## src/rtl/rct_pkg.sv

```systemverilog
package rct_pkg;

    // Arming progress of the test.
    typedef enum logic [1:0] {
        ARM_OFF   = 2'd0,
        ARM_PRIME = 2'd1,
        ARM_LIVE  = 2'd2
    } arm_state_e;

    // Outcome of one presented word.
    typedef struct packed {
        logic load;     // word accepted, becomes reference
        logic pass;     // compared and differs from reference
        logic rep_hit;  // compared and equals reference
    } verdict_t;

    function automatic verdict_t make_verdict(
        input logic take,
        input logic live,
        input logic same
    );
        verdict_t v;
        v.load    = take;
        v.pass    = take && live && !same;
        v.rep_hit = take && live && same;
        return v;
    endfunction

    function automatic arm_state_e next_arm(
        input arm_state_e cur,
        input logic       en,
        input logic       take
    );
        arm_state_e n;
        if (!en) begin
            n = ARM_OFF;
        end else if (take) begin
            n = ARM_LIVE;
        end else if (cur == ARM_OFF) begin
            n = ARM_PRIME;
        end else begin
            n = cur;
        end
        return n;
    endfunction

endpackage

```

## src/rtl/rct_arm_fsm.sv

```systemverilog
module rct_arm_fsm
    import rct_pkg::*;
(
    input  logic clk,
    input  logic rst,
    input  logic en,
    input  logic take,
    output logic live
);
    arm_state_e state_q;

    always_ff @(posedge clk) begin
        if (rst) begin
            state_q <= ARM_OFF;
        end else begin
            state_q <= next_arm(state_q, en, take);
        end
    end

    assign live = (state_q == ARM_LIVE);
endmodule

```

## src/rtl/rct_ref_store.sv

```systemverilog
module rct_ref_store #(
    parameter int unsigned DATA_W = 32
) (
    input  logic              clk,
    input  logic              load,
    input  logic [DATA_W-1:0] word,
    output logic [DATA_W-1:0] ref_q
);
    always_ff @(posedge clk) begin
        if (load) begin
            ref_q <= word;
        end
    end
endmodule

```

## src/rtl/rct_judge.sv

```systemverilog
module rct_judge
    import rct_pkg::*;
#(
    parameter int unsigned DATA_W = 32
) (
    input  logic              take,
    input  logic              live,
    input  logic [DATA_W-1:0] word,
    input  logic [DATA_W-1:0] ref_word,
    output verdict_t          verdict
);
    logic same;
    assign same    = (word == ref_word);
    assign verdict = make_verdict(take, live, same);
endmodule

```

## src/rtl/rct_fail_latch.sv

```systemverilog
module rct_fail_latch (
    input  logic clk,
    input  logic rst,
    input  logic en,
    input  logic set,
    input  logic clr,
    output logic fail_q
);
    always_ff @(posedge clk) begin
        if (rst || !en) begin
            fail_q <= 1'b0;
        end else if (set) begin
            fail_q <= 1'b1;
        end else if (clr) begin
            fail_q <= 1'b0;
        end
    end
endmodule

```

## src/rtl/rct_stream_guard.sv

```systemverilog
module rct_stream_guard
    import rct_pkg::*;
#(
    parameter int unsigned DATA_W = 32
) (
    input  logic              clk,
    input  logic              rst,
    input  logic              en,
    input  logic              in_valid,
    input  logic [DATA_W-1:0] in_data,
    input  logic              fail_clr,
    output logic              out_valid,
    output logic [DATA_W-1:0] out_data,
    output logic              fail
);
    logic              take;
    logic              live;
    logic [DATA_W-1:0] ref_word;
    verdict_t          verdict;
    logic              ov_q;
    logic [DATA_W-1:0] od_q;

    assign take = en && in_valid;

    rct_arm_fsm u_arm (
        .clk  (clk),
        .rst  (rst),
        .en   (en),
        .take (take),
        .live (live)
    );

    rct_ref_store #(.DATA_W(DATA_W)) u_ref (
        .clk   (clk),
        .load  (verdict.load),
        .word  (in_data),
        .ref_q (ref_word)
    );

    rct_judge #(.DATA_W(DATA_W)) u_judge (
        .take     (take),
        .live     (live),
        .word     (in_data),
        .ref_word (ref_word),
        .verdict  (verdict)
    );

    rct_fail_latch u_fail (
        .clk    (clk),
        .rst    (rst),
        .en     (en),
        .set    (verdict.rep_hit),
        .clr    (fail_clr),
        .fail_q (fail)
    );

    // Forwarding is gated by the flag as it stands before this edge.
    always_ff @(posedge clk) begin
        if (rst) begin
            ov_q <= 1'b0;
            od_q <= '0;
        end else begin
            ov_q <= verdict.pass && !fail;
            if (verdict.pass && !fail) begin
                od_q <= in_data;
            end
        end
    end

    assign out_valid = ov_q;
    assign out_data  = od_q;
endmodule

```

## config.mk

```make
export PLATFORM = sky130hd
export DESIGN_NAME = rct_stream_guard
export DESIGN_NICKNAME = d
export VERILOG_FILES = /design/src/rtl/rct_pkg.sv /design/src/rtl/rct_arm_fsm.sv /design/src/rtl/rct_ref_store.sv /design/src/rtl/rct_judge.sv /design/src/rtl/rct_fail_latch.sv /design/src/rtl/rct_stream_guard.sv
export SDC_FILE = /design/constraint.sdc
export NUM_CORES = 1
export LEC_CHECK = 0
export ABC_AREA = 1
export BUFFER_PORTS_ARGS = -buffer_cell sky130_fd_sc_hd__buf_2
export CORE_UTILIZATION = 53
export DETAILED_ROUTE_END_ITERATION = 12
export PLACE_DENSITY = 0.79
export SLEW_MARGIN = 20
export SYNTH_ARGS = -nofsm -noshare
export SYNTH_HDL_FRONTEND = slang
export SYNTH_SLANG_ARGS = --single-unit
```

## constraint.sdc

```tcl
create_clock -name clk -period 2.3 [get_ports clk]
set_input_delay 0.23 -clock clk [delete_from_list [all_inputs] [get_ports clk]]
set_output_delay 0.23 -clock clk [all_outputs]
set_load 0.02 [all_outputs]
```

==> impl_metrics.env, run 1 <==
export IMPL_status="complete, no violations"
export IMPL_wl_per_cell_um=11.9
export IMPL_clock_path_buffers=2
export IMPL_synth_xor_area_frac=0.0659
export IMPL_hold_path_class="input pin to register"
export IMPL_synthMuxAreaShare=0
export IMPL_crit_family="simple AND/OR/NAND/NOR gates"
export IMPL_final_setup_tns_ps=0
export IMPL_row_count=27
export IMPL_grt_antenna_before_repair=0
export IMPL_cts_made_buffers=9
export IMPL_cp_start_kind="register"
export IMPL_yosysSeqAreaShare=0.550
export IMPL_drt_initial_drc_count=100
export IMPL_post_cts_buffers=0
export IMPL_coreArea_um2=5540
export IMPL_wl_um=5950
export IMPL_period_minus_slack_ps=1820
export IMPL_synth_cell_types=18
export IMPL_drtAntennaViolNets=0
export IMPL_yosys_area_top_type="edfxtp_1"
export IMPL_worst_path_buf_inv=2
export IMPL_layout_commonest_cell="nand2_1"
export IMPL_worstPathArrival_ps=2050
export IMPL_clock_sinks=68
export IMPL_ir_worst_vdd_v=0.000476
export IMPL_area_growth_syn_to_layout_pct=20.4
export IMPL_n_antenna_cell=0
export IMPL_vias=2364
export IMPL_rsz0062_at_grt="no"
export IMPL_final_nets=458
export IMPL_grt_pass1_wl_um=9780
export IMPL_die_h_um=78.0
export IMPL_ios=71
export IMPL_end_kind="register"
export IMPL_final_cell_mix="nand2_1, buf_2, nor2_1, inv_1, dfxtp_1"
export IMPL_slew_headroom=0.631
export IMPL_start_util=0.552
export IMPL_drive_above_1_share=0.254
export IMPL_clkLatencyLatePin_ps=340
export IMPL_synth_simple_area_share=0.236
export IMPL_fin_skew_ps=5.41
export IMPL_via_per_inst=4.75
export IMPL_critPathSlowestCell="edfxtp_1"
export IMPL_synth_area_leaders="edfxtp_1, dfxtp_1, nand2_1, xnor2_1, nor2_1"
export IMPL_place_ws_ps=464
export IMPL_grt_max_degree=53
export IMPL_die_area_um2=6080
export IMPL_cts_tree="yes"
export IMPL_path_clk_slew_ps=70
export IMPL_crit_top_cell="nand2_1"
export IMPL_yosys_area_top_type_share=0.314
export IMPL_place_congestion=0.770
export IMPL_fin_cells=498
export IMPL_p_total_w=0.00270
export IMPL_synth_area_um2=3060
export IMPL_synthAdderAreaFrac=0
export IMPL_maxCapViolations=0
export IMPL_hold_viol_final=0
export IMPL_path_cells="inv_1 -> nand2_1 -> nand2_1 -> nand2_1 -> nor2_1 -> nand2_1 -> nor2_1 -> nand2_2 -> buf_12 -> a21oi_1 -> nor2_1"
export IMPL_cts_root_buf="clkbuf_8"
export IMPL_synth_compound_area_share=0.0540
export IMPL_remaining_drc_errors=0
export IMPL_path_class="register to register"
export IMPL_gr_total_overflow=0
export IMPL_ys_ff_latch=68
export IMPL_avgSynthCellArea_um2=8.69
export IMPL_htree_num_levels=3
export IMPL_fp_dieW_um=78.0
export IMPL_crit_required_ps=2540
export IMPL_synth_fp_nets=389
export IMPL_p_leak_nw=1.72
export IMPL_slew_viol_final=0
export IMPL_max_stage_delay_ps=390
export IMPL_post_route_period_util=0.789
export IMPL_fin_ws_ps=484
export IMPL_io_buffers=70
export IMPL_postCtsHoldBufs=0
export IMPL_dp_cells=482
export IMPL_yosysWarningCount=0
export IMPL_p_per_area_nw_per_um2=733
export IMPL_path_max_fanout=52
export IMPL_drt_pass1_iterations=4
export IMPL_ctsResizeCount=0
export IMPL_hpwl_um=4090
export IMPL_synth_top_family_by_area="simple AND/OR/NAND/NOR gates"
export IMPL_grt_pass1_vias=2175
export IMPL_finalHoldWorstSlack_ps=58.0
export IMPL_max_freq_mhz=551
export IMPL_grt_usage=0.212
export IMPL_synth_cells=352
export IMPL_tightest_slew_ps=552
export IMPL_final_setup_viol_count=0
-- state kept, by name, indices dropped and copies added (netlist names) --
name	flops
u_ref.ref_q	32
u_fail.fail_q	1
out_data	32
u_arm.state_q	2
out_valid	1
-- final cells by class --
class / count / area (um2)
multi-input combinational: 222 / 1100
sequential: 68 / 1680
fill: 466 / 1860
inverter: 45 / 169
timing repair buffer: 75 / 400
clock buffer: 13 / 224
clock inverter: 3 / 18.8
tap: 72 / 90.1
-- per-stage QoR --
| step | area (um2) | util |
|---|---|---|
| 2_1_floorplan | 3060 | - |
| 3_3_place_gp | 3440 | 0.621 |
| 3_5_place_dp | 3440 | 0.621 |
| 4_1_cts | 3680 | 0.664 |
| 5_1_grt | 3680 | 0.664 |
| 6_report | 3680 | 0.664 |
-- Yosys cell counts --
master	number
nand2_1	85
nor2_1	46
inv_1	41
dfxtp_1	36
a21oi_1	33
edfxtp_1	32
xnor2_1	23
nand3_1	22
nand3_2	10
buf_2	6
buf_6	6
inv_2	4
clkbuf_1	3
buf_1	1
buf_4	1
nand3b_1	1
nor2_2	1
nor3_1	1
-- kinds of logic after synthesis --
logic type                count (synthesis)
DFF                                      68
and+or+nand+nor                         166
buffers and inverters                    62
AOI/OAI and AO/OA                        33
xor gates and xnor gates                 23
-- where the power goes --
part,leakage [nW],switching [W],internal [W]
logic,1.00,0.000140,0.000103
registers,0.592,0.0000249,0.00132
clock network,0.126,0.000454,0.000652
-- layer usage --
layer | track usage | vias to the layer above | part of all wire
li1 | - | 1247 | -
met1 | 0.281 | 1042 | 0.48
met2 | 0.327 | 64 | 0.46
met3 | 0.0459 | 11 | 0.045
met4 | 0.107 | 0 | 0.021
met5 | 0 | - | 0
-- final timing paths --
path	slack [ps]	to	cells after the start	start
hold / removal	60	out_valid$_SDFF_PP0_	2	rst
setup reg to reg	480	out_data[19]$_SDFFE_PP0P_	11	u_ref.ref_q[31]$_DFFE_PP_
hold reg to reg	490	out_data[1]$_SDFFE_PP0P_	2	out_data[1]$_SDFFE_PP0P_
setup / recovery	480	out_data[19]$_SDFFE_PP0P_	11	u_ref.ref_q[31]$_DFFE_PP_
(Power assumes the default switching activity.)
==> run 2, diff against run 1 <==
--- a/config.mk
+++ b/config.mk
@@ -7,9 +7,9 @@
 export LEC_CHECK = 0
 export ABC_AREA = 1
 export BUFFER_PORTS_ARGS = -buffer_cell sky130_fd_sc_hd__buf_2
-export CORE_UTILIZATION = 53
+export CORE_UTILIZATION = 48
 export DETAILED_ROUTE_END_ITERATION = 12
-export PLACE_DENSITY = 0.79
+export PLACE_DENSITY = 0.75
 export SLEW_MARGIN = 20
 export SYNTH_ARGS = -nofsm -noshare
 export SYNTH_HDL_FRONTEND = slang
==> constraint.sdc (replaced) <==
create_clock -name clk -period 1.55 [get_ports clk]
set_input_delay 0.155 -clock clk [delete_from_list [all_inputs] [get_ports clk]]
set_output_delay 0.155 -clock clk [all_outputs]
set_load 0.02 [all_outputs]
==> run 2 against run 1 <==
  * Maximum frequency rose by 14%
  * The flow now finishes with violations (negative setup slack)
  * Critical path type unchanged
  * Largest power group unchanged
  * Critical endpoint is now out_data[26]$_SDFFE_PP0P_
  * Sequential share of layout area fell by 1.0 points
  * Total power increased by 39%
  * Sequential power grew 48%
==> impl_metrics.env, run 2 (same netlist as run 1, synthesis figures left out) <==
export IMPL_htree_num_levels=3
export IMPL_grt_antenna_before_repair=0
export IMPL_worstHoldStart="in_data[3]"
export IMPL_final_cell_mix="nand2_1, buf_2, nor2_1, inv_1, dfxtp_1"
export IMPL_cts_made_buffers=9
export IMPL_cts_root_buf="clkbuf_8"
export IMPL_layout_commonest_cell="nand2_1"
export IMPL_fin_ws_ps=-39.3
export IMPL_min_path_cells=1
export IMPL_cp_startpoint="u_ref.ref_q[29]$_DFFE_PP_"
export IMPL_worst_path_buf_inv=1
export IMPL_vias=2452
export IMPL_n_antenna_cell=0
export IMPL_drt_pass1_iterations=4
export IMPL_grt_max_degree=38
export IMPL_path_cells="xnor2_1 -> nand2_1 -> nor2_1 -> nand2_1 -> nor2_2 -> nand2_4 -> buf_12 -> a21oi_1 -> nor2_1"
export IMPL_drtAntennaViolNets=0
export IMPL_io_buffers=70
export IMPL_rsz0062_at_grt="yes"
export IMPL_final_setup_viol_count=29
export IMPL_r2r_slack_ps=-40
export IMPL_clkLatencyLatePin_ps=330
export IMPL_power_switching_w=0.000879
export IMPL_crit_family="simple AND/OR/NAND/NOR gates"
export IMPL_ir_worst_vdd_v=0.000664
export IMPL_slew_viol_final=0
export IMPL_drt_initial_drc_count=112
export IMPL_coreArea_um2=6030
export IMPL_wl_um=6310
export IMPL_status="complete, but fails checks"
export IMPL_hold_path_class="input pin to register"
export IMPL_fp_dieW_um=81.8
export IMPL_p_sw_frac=0.234
export IMPL_maxCapViolations=0
export IMPL_die_area_um2=6690
export IMPL_cp_start_kind="register"
export IMPL_rr_worst_depth=9
export IMPL_placed_area_um2=3490
export IMPL_path_max_fanout=26
export IMPL_whs_endpoint="u_ref.ref_q[3]$_DFFE_PP_"
export IMPL_fin_skew_ps=7.49
export IMPL_p_int_w=0.00287
export IMPL_row_count=28
export IMPL_final_nets=464
export IMPL_p_comb_frac=0.102
export IMPL_p_seq_frac=0.535
export IMPL_worstPathArrival_ps=1820
export IMPL_max_stage_delay_ps=390
export IMPL_final_cell_area_um2=3770
export IMPL_via_per_inst=4.84
export IMPL_final_setup_tns_ps=-540
export IMPL_clock_sinks=68
export IMPL_path_clk_slew_ps=70
export IMPL_grt_pass1_vias=2263
export IMPL_slew_headroom=0.709
export IMPL_gr_total_overflow=0
export IMPL_die_h_um=81.8
export IMPL_violations="negative setup slack"
export IMPL_cts_tree="yes"
export IMPL_area_growth_syn_to_layout_pct=23.2
export IMPL_final_core_util=0.625
export IMPL_drive_above_1_share=0.271
export IMPL_crit_required_ps=1780
export IMPL_post_route_period_util=1.03
export IMPL_fin_cells=507
export IMPL_clockPowerShare=0.364
export IMPL_hpwl_um=4230
export IMPL_dp_cells=488
export IMPL_path_class="register to register"
export IMPL_max_freq_mhz=629
export IMPL_wl_per_cell_um=12.4
export IMPL_ios=71
export IMPL_tightest_slew_ps=436
export IMPL_remaining_drc_errors=0
export IMPL_grt_usage=0.205
export IMPL_place_congestion=0.722
export IMPL_reg2reg_to="out_data[26]$_SDFFE_PP0P_"
export IMPL_p_total_w=0.00375
export IMPL_r2r_start="u_ref.ref_q[29]$_DFFE_PP_"
export IMPL_critPathSlowestCell="edfxtp_1"
export IMPL_period_minus_slack_ps=1590
export IMPL_p_per_area_nw_per_um2=995
export IMPL_start_util=0.507
export IMPL_clock_path_buffers=2
export IMPL_grt_pass1_wl_um=10000
export IMPL_end_kind="register"
export IMPL_p_leak_nw=1.74
export IMPL_hold_viol_final=0
==> run 2: cell count changes in the layout (fill, tap and decap cells not counted), moves of 2 or more <==
cell / before / now
nor2_1: 45 / 43
clkbuf_16: 4 / 0
buf_12: 1 / 3
a21oi_2: 0 / 6
dlygate4sd3_1: 0 / 2
clkbuf_1: 0 / 4
a21oi_1: 33 / 27
==> run 2: power groups by stage <==
| stage | clock network, W | registers [W] | logic (W) |
|---|---|---|---|
| global placement | 0 | 0.00204 | 0.000361 |
| detailed placement | 0 | 0.00204 | 0.000373 |
| finish | 0.00136 | 0.00200 | 0.000381 |
| floorplan | 0 | 0.00206 | 0.000209 |
| global route | 0.00146 | 0.00201 | 0.000430 |
| CTS | 0.00139 | 0.00200 | 0.000379 |
==> run 2: repair_timing <==
| item | in CTS | in global routing |
|---|---|---|
| endpoints found under the hold margin | 2 | 0 |
| resized for setup | 7 | 6 |
| setup endpoints to repair | 32 | 34 |
| setup buffers | 1 | 1 |
| pin swaps | 3 | 7 |
| cloned | 1 | 0 |
| hold buffers | 2 | 0 |
==> run 2: area by class of cell <==
| cell class | instances | area, um2 |
|---|---|---|
| Tap cell | 75 | 93.8 |
| Inverter | 45 | 173 |
| Timing Repair Buffer | 81 | 499 |
| Clock inverter | 3 | 38.8 |
| Fill cell | 499 | 2260 |
| Multi-Input combinational cell | 222 | 1140 |
| Clock buffer | 13 | 139 |
| Sequential cell | 68 | 1680 |
==> run 2: stage by stage <==
step	hold slack (ps)	worst slack (ps)
finish	25.4	-39.3
floorplan	227	4.06
global placement	331	0.801
global route	13.5	-174
CTS	11.8	-39.0
detailed placement	336	-65.7
==> run 2: worst max-delay path by stage <==
stage | end | slack (ps) | cells past startpoint
2_1_floorplan | out_data[0]$_SDFFE_PP0P_ | 4 | 8
3_3_place_gp | out_data[4]$_SDFFE_PP0P_ | 0.8 | 11
3_5_place_dp | out_data[19]$_SDFFE_PP0P_ | -70 | 9
4_1_cts | out_data[19]$_SDFFE_PP0P_ | -40 | 9
5_1_grt | out_data[12]$_SDFFE_PP0P_ | -170 | 9
6_report | out_data[26]$_SDFFE_PP0P_ | -40 | 9
==> run 2: per-layer routing <==
layer	global-route usage	routed length [um]
met3	0.0511	327
met1	0.249	2870
met5	0	0
met2	0.339	2990
met4	0.0965	126
